--- src/rtl/pic4_pkg.sv ---
package pic4_pkg;
  localparam int NSRC = 10;
  localparam int NLVL = 4;
  localparam int LVLW = $clog2(NLVL);
  localparam int IDXW = $clog2(NSRC);
  localparam int VECW = 16;
  localparam int NEXT = 4;
  localparam int CFGW = NSRC + 2;   // source enables, SPI enable, global enable

  typedef enum logic [IDXW-1:0] {
    SRC_X0  = 4'd0,
    SRC_BO  = 4'd1,
    SRC_T0  = 4'd2,
    SRC_X1  = 4'd3,
    SRC_T1  = 4'd4,
    SRC_CA  = 4'd5,
    SRC_X2  = 4'd6,
    SRC_X3  = 4'd7,
    SRC_SER = 4'd8,
    SRC_T2  = 4'd9
  } src_e;

  typedef enum logic [1:0] {
    SEL_EN   = 2'd0,
    SEL_PLO  = 2'd1,
    SEL_PHI  = 2'd2,
    SEL_TYPE = 2'd3
  } cfg_sel_e;

  // vector address for a source index (polling position)
  function automatic logic [VECW-1:0] vec_of(input logic [IDXW-1:0] idx);
    logic [VECW-1:0] v;
    case (idx)
      SRC_X0:  v = 16'h0003;
      SRC_BO:  v = 16'h004B;
      SRC_T0:  v = 16'h000B;
      SRC_X1:  v = 16'h0013;
      SRC_T1:  v = 16'h001B;
      SRC_CA:  v = 16'h0033;
      SRC_X2:  v = 16'h003B;
      SRC_X3:  v = 16'h0043;
      SRC_SER: v = 16'h0023;
      SRC_T2:  v = 16'h002B;
      default: v = 16'h0003;
    endcase
    return v;
  endfunction

  // polling slot of external pin k
  function automatic int ext_slot(input int k);
    int s;
    case (k)
      0:       s = 0;
      1:       s = 3;
      2:       s = 6;
      default: s = 7;
    endcase
    return s;
  endfunction
endpackage

--- src/rtl/pic4_ext_trig.sv ---
module pic4_ext_trig #(
  parameter int SYNC = 2
) (
  input  logic clk,
  input  logic rst_n,
  input  logic pin_n,
  input  logic edge_mode,
  input  logic clr,
  output logic req
);
  logic [SYNC-1:0] sh;
  logic            prev;
  logic            flag;
  logic            pin_s;
  logic            fall;

  assign pin_s = sh[SYNC-1];
  assign fall  = prev & ~pin_s;

  always_ff @(posedge clk or negedge rst_n) begin
    if (!rst_n) begin
      sh   <= '1;
      prev <= 1'b1;
      flag <= 1'b0;
    end else begin
      sh   <= (sh << 1) | SYNC'(pin_n);
      prev <= pin_s;
      if (!edge_mode)
        flag <= 1'b0;
      else if (fall)
        flag <= 1'b1;          // a fresh event beats a same-cycle clear
      else if (clr)
        flag <= 1'b0;
    end
  end

  assign req = edge_mode ? flag : ~pin_s;
endmodule

--- src/rtl/pic4_arb.sv ---
module pic4_arb
  import pic4_pkg::*;
(
  input  logic [NSRC-1:0] pend,
  input  logic [NSRC-1:0] plo,
  input  logic [NSRC-1:0] phi,
  input  logic [NLVL-1:0] active,
  output logic            win_valid,
  output logic [IDXW-1:0] win_idx,
  output logic [LVLW-1:0] win_lvl
);
  logic [NLVL-1:0][NSRC-1:0] by_lvl;

  always_comb begin
    for (int l = 0; l < NLVL; l++)
      for (int s = 0; s < NSRC; s++)
        by_lvl[l][s] = pend[s] && ({phi[s], plo[s]} == LVLW'(l));
  end

  always_comb begin
    logic blocked;
    win_valid = 1'b0;
    win_idx   = '0;
    win_lvl   = '0;
    for (int l = NLVL - 1; l >= 0; l--) begin
      blocked = |(active >> l);
      if (!win_valid && !blocked && |by_lvl[l]) begin
        win_valid = 1'b1;
        win_lvl   = LVLW'(l);
        for (int s = NSRC - 1; s >= 0; s--)
          if (by_lvl[l][s]) win_idx = IDXW'(s);
      end
    end
  end
endmodule

--- src/rtl/pic4_isr.sv ---
module pic4_isr
  import pic4_pkg::*;
(
  input  logic            clk,
  input  logic            rst_n,
  input  logic            take,
  input  logic [LVLW-1:0] take_lvl,
  input  logic            ret,
  output logic [NLVL-1:0] active
);
  logic [NLVL-1:0] nxt;

  always_comb begin
    logic [LVLW-1:0] top;
    top = '0;
    for (int l = 0; l < NLVL; l++)
      if (active[l]) top = LVLW'(l);
    nxt = active;
    if (ret && |active) nxt[top] = 1'b0;
    if (take) nxt[take_lvl] = 1'b1;
  end

  always_ff @(posedge clk or negedge rst_n) begin
    if (!rst_n) active <= '0;
    else        active <= nxt;
  end
endmodule

--- src/rtl/pic4_ctl.sv ---
module pic4_ctl
  import pic4_pkg::*;
#(
  parameter int SYNC_STAGES = 2
) (
  input  logic                 clk,
  input  logic                 rst_n,
  input  logic [NEXT-1:0]      ext_n,
  input  logic                 bo_req,
  input  logic                 t0_req,
  input  logic                 t1_req,
  input  logic                 pca_req,
  input  logic                 ser_req,
  input  logic                 spi_req,
  input  logic                 t2_req,
  input  logic                 cfg_we,
  input  logic [1:0]           cfg_sel,
  input  logic [CFGW-1:0]      cfg_wdata,
  output logic                 irq_valid,
  input  logic                 irq_ready,
  output logic [VECW-1:0]      irq_vector,
  input  logic                 ret_strobe,
  output logic [NSRC-1:0]      src_ack
);
  localparam int SPI_BIT  = NSRC;
  localparam int GLOB_BIT = NSRC + 1;

  logic [NSRC-1:0] src_en;
  logic            spi_en;
  logic            glob_en;
  logic [NSRC-1:0] plo;
  logic [NSRC-1:0] phi;
  logic [NEXT-1:0] etype;

  logic [NEXT-1:0] ext_req;
  logic [NEXT-1:0] ext_clr;
  logic [NSRC-1:0] raw;
  logic [NSRC-1:0] pend;
  logic [NLVL-1:0] in_svc;
  logic            win_valid;
  logic [IDXW-1:0] win_idx;
  logic [LVLW-1:0] win_lvl;
  logic            take;

  // configuration words
  always_ff @(posedge clk or negedge rst_n) begin
    if (!rst_n) begin
      src_en  <= '0;
      spi_en  <= 1'b0;
      glob_en <= 1'b0;
      plo     <= '0;
      phi     <= '0;
      etype   <= '0;
    end else if (cfg_we) begin
      case (cfg_sel_e'(cfg_sel))
        SEL_EN: begin
          src_en  <= cfg_wdata[NSRC-1:0];
          spi_en  <= cfg_wdata[SPI_BIT];
          glob_en <= cfg_wdata[GLOB_BIT];
        end
        SEL_PLO:  plo   <= cfg_wdata[NSRC-1:0];
        SEL_PHI:  phi   <= cfg_wdata[NSRC-1:0];
        SEL_TYPE: etype <= cfg_wdata[NEXT-1:0];
        default:  ;
      endcase
    end
  end

  assign take = irq_valid && irq_ready;

  // external pin front ends
  for (genvar k = 0; k < NEXT; k++) begin : g_ext
    assign ext_clr[k] = take && (win_idx == IDXW'(ext_slot(k)));
    pic4_ext_trig #(.SYNC(SYNC_STAGES)) u_trig (
      .clk       (clk),
      .rst_n     (rst_n),
      .pin_n     (ext_n[k]),
      .edge_mode (etype[k]),
      .clr       (ext_clr[k]),
      .req       (ext_req[k])
    );
  end

  always_comb begin
    raw          = '0;
    for (int k = 0; k < NEXT; k++)
      raw[ext_slot(k)] = ext_req[k];
    raw[SRC_BO]  = bo_req;
    raw[SRC_T0]  = t0_req;
    raw[SRC_T1]  = t1_req;
    raw[SRC_CA]  = pca_req;
    raw[SRC_SER] = ser_req | (spi_req & spi_en);
    raw[SRC_T2]  = t2_req;
  end

  assign pend = raw & src_en & {NSRC{glob_en}};

  pic4_arb u_arb (
    .pend      (pend),
    .plo       (plo),
    .phi       (phi),
    .active    (in_svc),
    .win_valid (win_valid),
    .win_idx   (win_idx),
    .win_lvl   (win_lvl)
  );

  pic4_isr u_isr (
    .clk      (clk),
    .rst_n    (rst_n),
    .take     (take),
    .take_lvl (win_lvl),
    .ret      (ret_strobe),
    .active   (in_svc)
  );

  assign irq_valid  = win_valid;
  assign irq_vector = vec_of(win_idx);

  always_ff @(posedge clk or negedge rst_n) begin
    if (!rst_n)    src_ack <= '0;
    else if (take) src_ack <= NSRC'(1) << win_idx;
    else           src_ack <= '0;
  end
endmodule

--- config.mk ---
export PLATFORM = sky130hd
export DESIGN_NAME = pic4_ctl
export DESIGN_NICKNAME = d
export VERILOG_FILES = /design/src/rtl/pic4_pkg.sv /design/src/rtl/pic4_ext_trig.sv /design/src/rtl/pic4_arb.sv /design/src/rtl/pic4_isr.sv /design/src/rtl/pic4_ctl.sv
export SDC_FILE = /design/constraint.sdc
export NUM_CORES = 1
export LEC_CHECK = 0
export ABC_AREA = 1
export BUFFER_PORTS_ARGS = -buffer_cell sky130_fd_sc_hd__buf_2
export CORE_ASPECT_RATIO = 0.8
export CORE_UTILIZATION = 53
export CTS_BUF_LIST = sky130_fd_sc_hd__clkbuf_4
export CTS_CLUSTER_SIZE = 8
export DETAILED_ROUTE_END_ITERATION = 8
export PLACE_DENSITY = 0.9
export SYNTH_ARGS = -nofsm -noshare
export SYNTH_HDL_FRONTEND = slang
export SYNTH_SLANG_ARGS = --single-unit
--- constraint.sdc ---
create_clock -name clk -period 3.6 [get_ports clk]
set_clock_uncertainty 0.2 [all_clocks]
set_input_delay 0.36 -clock clk [delete_from_list [all_inputs] [get_ports clk]]
set_output_delay 0.36 -clock clk [all_outputs]
set_load 0.005 [all_outputs]
==> out/results.tsv <==
metric	value	unit
post-DP HPWL	7100	um
min-delay worst type	in2reg	
number of port buffers	44	
non-filler cells, final	740	
drt wl/cell	16.6	um
Die Y	77.0	um
internal power	1.69	mW
synthesis warning total	0	
WL final	12300	um
vias per cell	5.58	
Reg2Reg Depth	48	
slowest stage delay, CP	0.47	ns
Max Slew Vio Count	0	
CTS Sinks	66	
total grt overflow	0	
Worst Hold Launch	cfg_wdata[7]	
Post-route DRC	0	
measured slew at the worst slew-check pin	0.933	ns
Initial Util	56.5	%
CTS tree	yes	
Max-Cap Viols	0	
commonest non-fill, non-tap cells in the layout	105 x nand2_1, 101 x buf_4, 65 x inv_1, 53 x dfrtp_1, 43 x buf_2	
Mean Syn Cell Area	7.67	um^2
Comb power frac	51.6	%
area fraction of the dominant cell type after synthesis	36.2	%
failing checks	setup timing	
flop-to-flop setup slack	-1.00	ns
layout cells sized above 1	43.6	%
hold_ws	0.00616	ns
most used cell, CP	nand2_1	
GRT Total Usage	31.1	%
clk_lat worst skew	0.43	ns
Seq/Total Area, Yosys	44.7	%
# fillers	367	
FMAX	196	MHz
clock-pin slew on the worst setup and hold paths	0.13	ns
depth of the worst hold-timing path	3	
Final min period	5.10	ns
CORE AREA	6600	um^2
leading post-synthesis cells by cell area	dfrtp_1 36%, nand2_1 12%, dfstp_2 8.5%	
leakage power	2.93	nW
Distinct cells, synth	35	
via count	4132	
Sw Share	41.7	%
R2R Path Start	glob_en	
iteration-0 DRC count of the detailed router	458	
post-route cell area	5410	um^2
Slowest-stage cell, CP	dfrtp_2	
Clock Tree Root	clkbuf_4	
#FFs+latches synth	66	
Final nets	686	
pre-CTS setup slack	-0.650	ns
outcome	complete, but fails checks	
Syn Inst Count	486	
leading area contributor after synthesis	dfrtp_1	
CTS max path bufs	2	
largest net degree at the start of global routing	40	
Area growth syn-to-layout	45.0	%
final core utilization	81.9	%
final setup margin	-1.50	ns
CP top delay family	simple AND/OR/NAND/NOR gates	
Crit path required time	3.04	ns
Cell Pwr Density	537	nW/um^2
FP Rows	26	
Synth Cell Area	3730	um^2
unrepaired setup endpoints after global routing	yes	
vias in the first global route	3739	
register area	1670	um^2
CTS Buf Count	9	
GP Congestion	0.985	
Sequential Power Share	31.8	%
critical path class	reg2out	
Worst EP arrival	4.54	ns
worst rel slew slack	37.8	%
fin crit share	142	%
post-route ant nets	0	
placed cell count	683	
Worst Path Buf+Inv	5	
Clock power frac	16.5	%
endpoint type of the worst setup path	output port	
H-Tree Depth	3	
Ant. Diodes	0	
die width	95.8	um
Setup violations, final	19	
Placed Instance Area	4590	um^2
first-pass GRT wire length	17200	um
multi-input logic area	1990	um^2
Psw	1.21	mW
initial antenna violation count	0	
final-report hold violation count	0	
CP Max Fanout	8	
total die area	7380	um^2
commonest non-fill, non-tap cell in the layout	nand2_1	
drt first pass iters	5	
maximum vdd drop	0.329	mV
Setup crit start kind	flop	
Top Ports	57	
Hold EP	phi[7]	
r2r endpoint	g_ext[1].u_trig.flag	
==> how the worst max path moves through the flow <==
stage          cells after the start             to  slack [ns]  startpoint
6_report                          47  irq_vector[3]       -1.50     glob_en
5_1_grt                           47  irq_vector[3]       -1.87     glob_en
4_1_cts                           46  irq_vector[3]       -1.02     glob_en
3_5_place_dp                      28  irq_vector[3]       -0.65     glob_en
3_3_place_gp                      27  irq_vector[3]       -0.52    etype[3]
2_1_floorplan                     46  irq_vector[3]       -0.11     glob_en
==> routing by layer <==
layer	wire length [um]	track usage, %	vias to the layer above
met5	0	0	-
met1	4720	38.9	1943
met2	6010	50.4	277
met4	553	14.3	0
met3	1020	7.64	66
li1	-	-	1846
==> stage by stage <==
stage,total power [mW],TNS [ns]
finish,2.91,-16.95
global route,3.05,-23.36
CTS,2.64,-7.94
detailed placement,1.90,-7.65
global placement,1.85,-4.82
floorplan,1.48,-0.246
==> Yosys cell counts (all sizes together) <==
cell,instances
and2,1
o22ai,2
nand3,45
or3,1
nor2,34
dfrtp,54
ha,5
a31oi,2
clkbuf,6
buf,13
nand2,136
conb,2
dfstp,12
nand4,3
nand3b,6
o21ai,54
a21oi,8
nor3,15
mux2,2
inv,82
a21boi,3
==> kinds of logic (layout without fill, tap and decap cells) <==
family | Yosys count | after routing | share of synthesized area, %
flip-flops | 66 | 66 | 44.7
other | 2 | 12 | 0.201
AND/OR/NAND/NOR | 241 | 241 | 31.2
adder cells (fa/ha/maj) | 5 | 5 | 1.68
multiplexers | 2 | 2 | 0.604
AO/OA/AOI/OAI | 69 | 69 | 10.0
buffers and inverters | 101 | 261 | 11.6
==> cell type report <==
type                       instances  share of cell area (%)
clock inverter                     7                    1.11
tap                               84                    1.94
clock buffer                       9                    1.25
multi-input combinational        329                    36.8
sequential                        66                    30.8
inverter                          82                    5.92
timing repair buffer             163                    22.1
==> worst reg2reg max path: cells and delay by family (launching register included) <==
family | cells | cell delay, ns
simple gates | 40 | 2.93
buf+inv | 6 | 0.64
fa+ha+maj | 1 | 0.14
flops | 1 | 0.44
compound gates | 1 | 0.08
==> power by group through the flow <==
stage | Clock [mW] | Sequential, mW | Combinational, mW
after floorplan | 0 | 0.924 | 0.554
after global placement | 0 | 0.921 | 0.931
after detailed placement | 0 | 0.926 | 0.969
after CTS | 0.476 | 0.913 | 1.25
after global routing | 0.510 | 0.935 | 1.60
final | 0.481 | 0.925 | 1.50
==> state kept, by name, indices dropped and copies added, names as in the netlist <==
| name | cells |
|---|---|
| src_en | 10 |
| g_ext.u_trig.sh | 8 |
| glob_en | 1 |
| plo | 10 |
| etype | 4 |
| u_isr.active | 4 |
| phi | 10 |
| spi_en | 1 |
| g_ext.u_trig.flag | 4 |
| src_ack | 10 |
| g_ext.u_trig.prev | 4 |
==> timing repair <==
item	CTS	global route
endpoints found under the setup margin	19	22
endpoints found under the hold margin	45	0
resized for setup	40	44
setup buffers	21	12
pin swaps	17	27
hold buffers	8	0
Note: power is estimated with default switching activity, not from simulation.
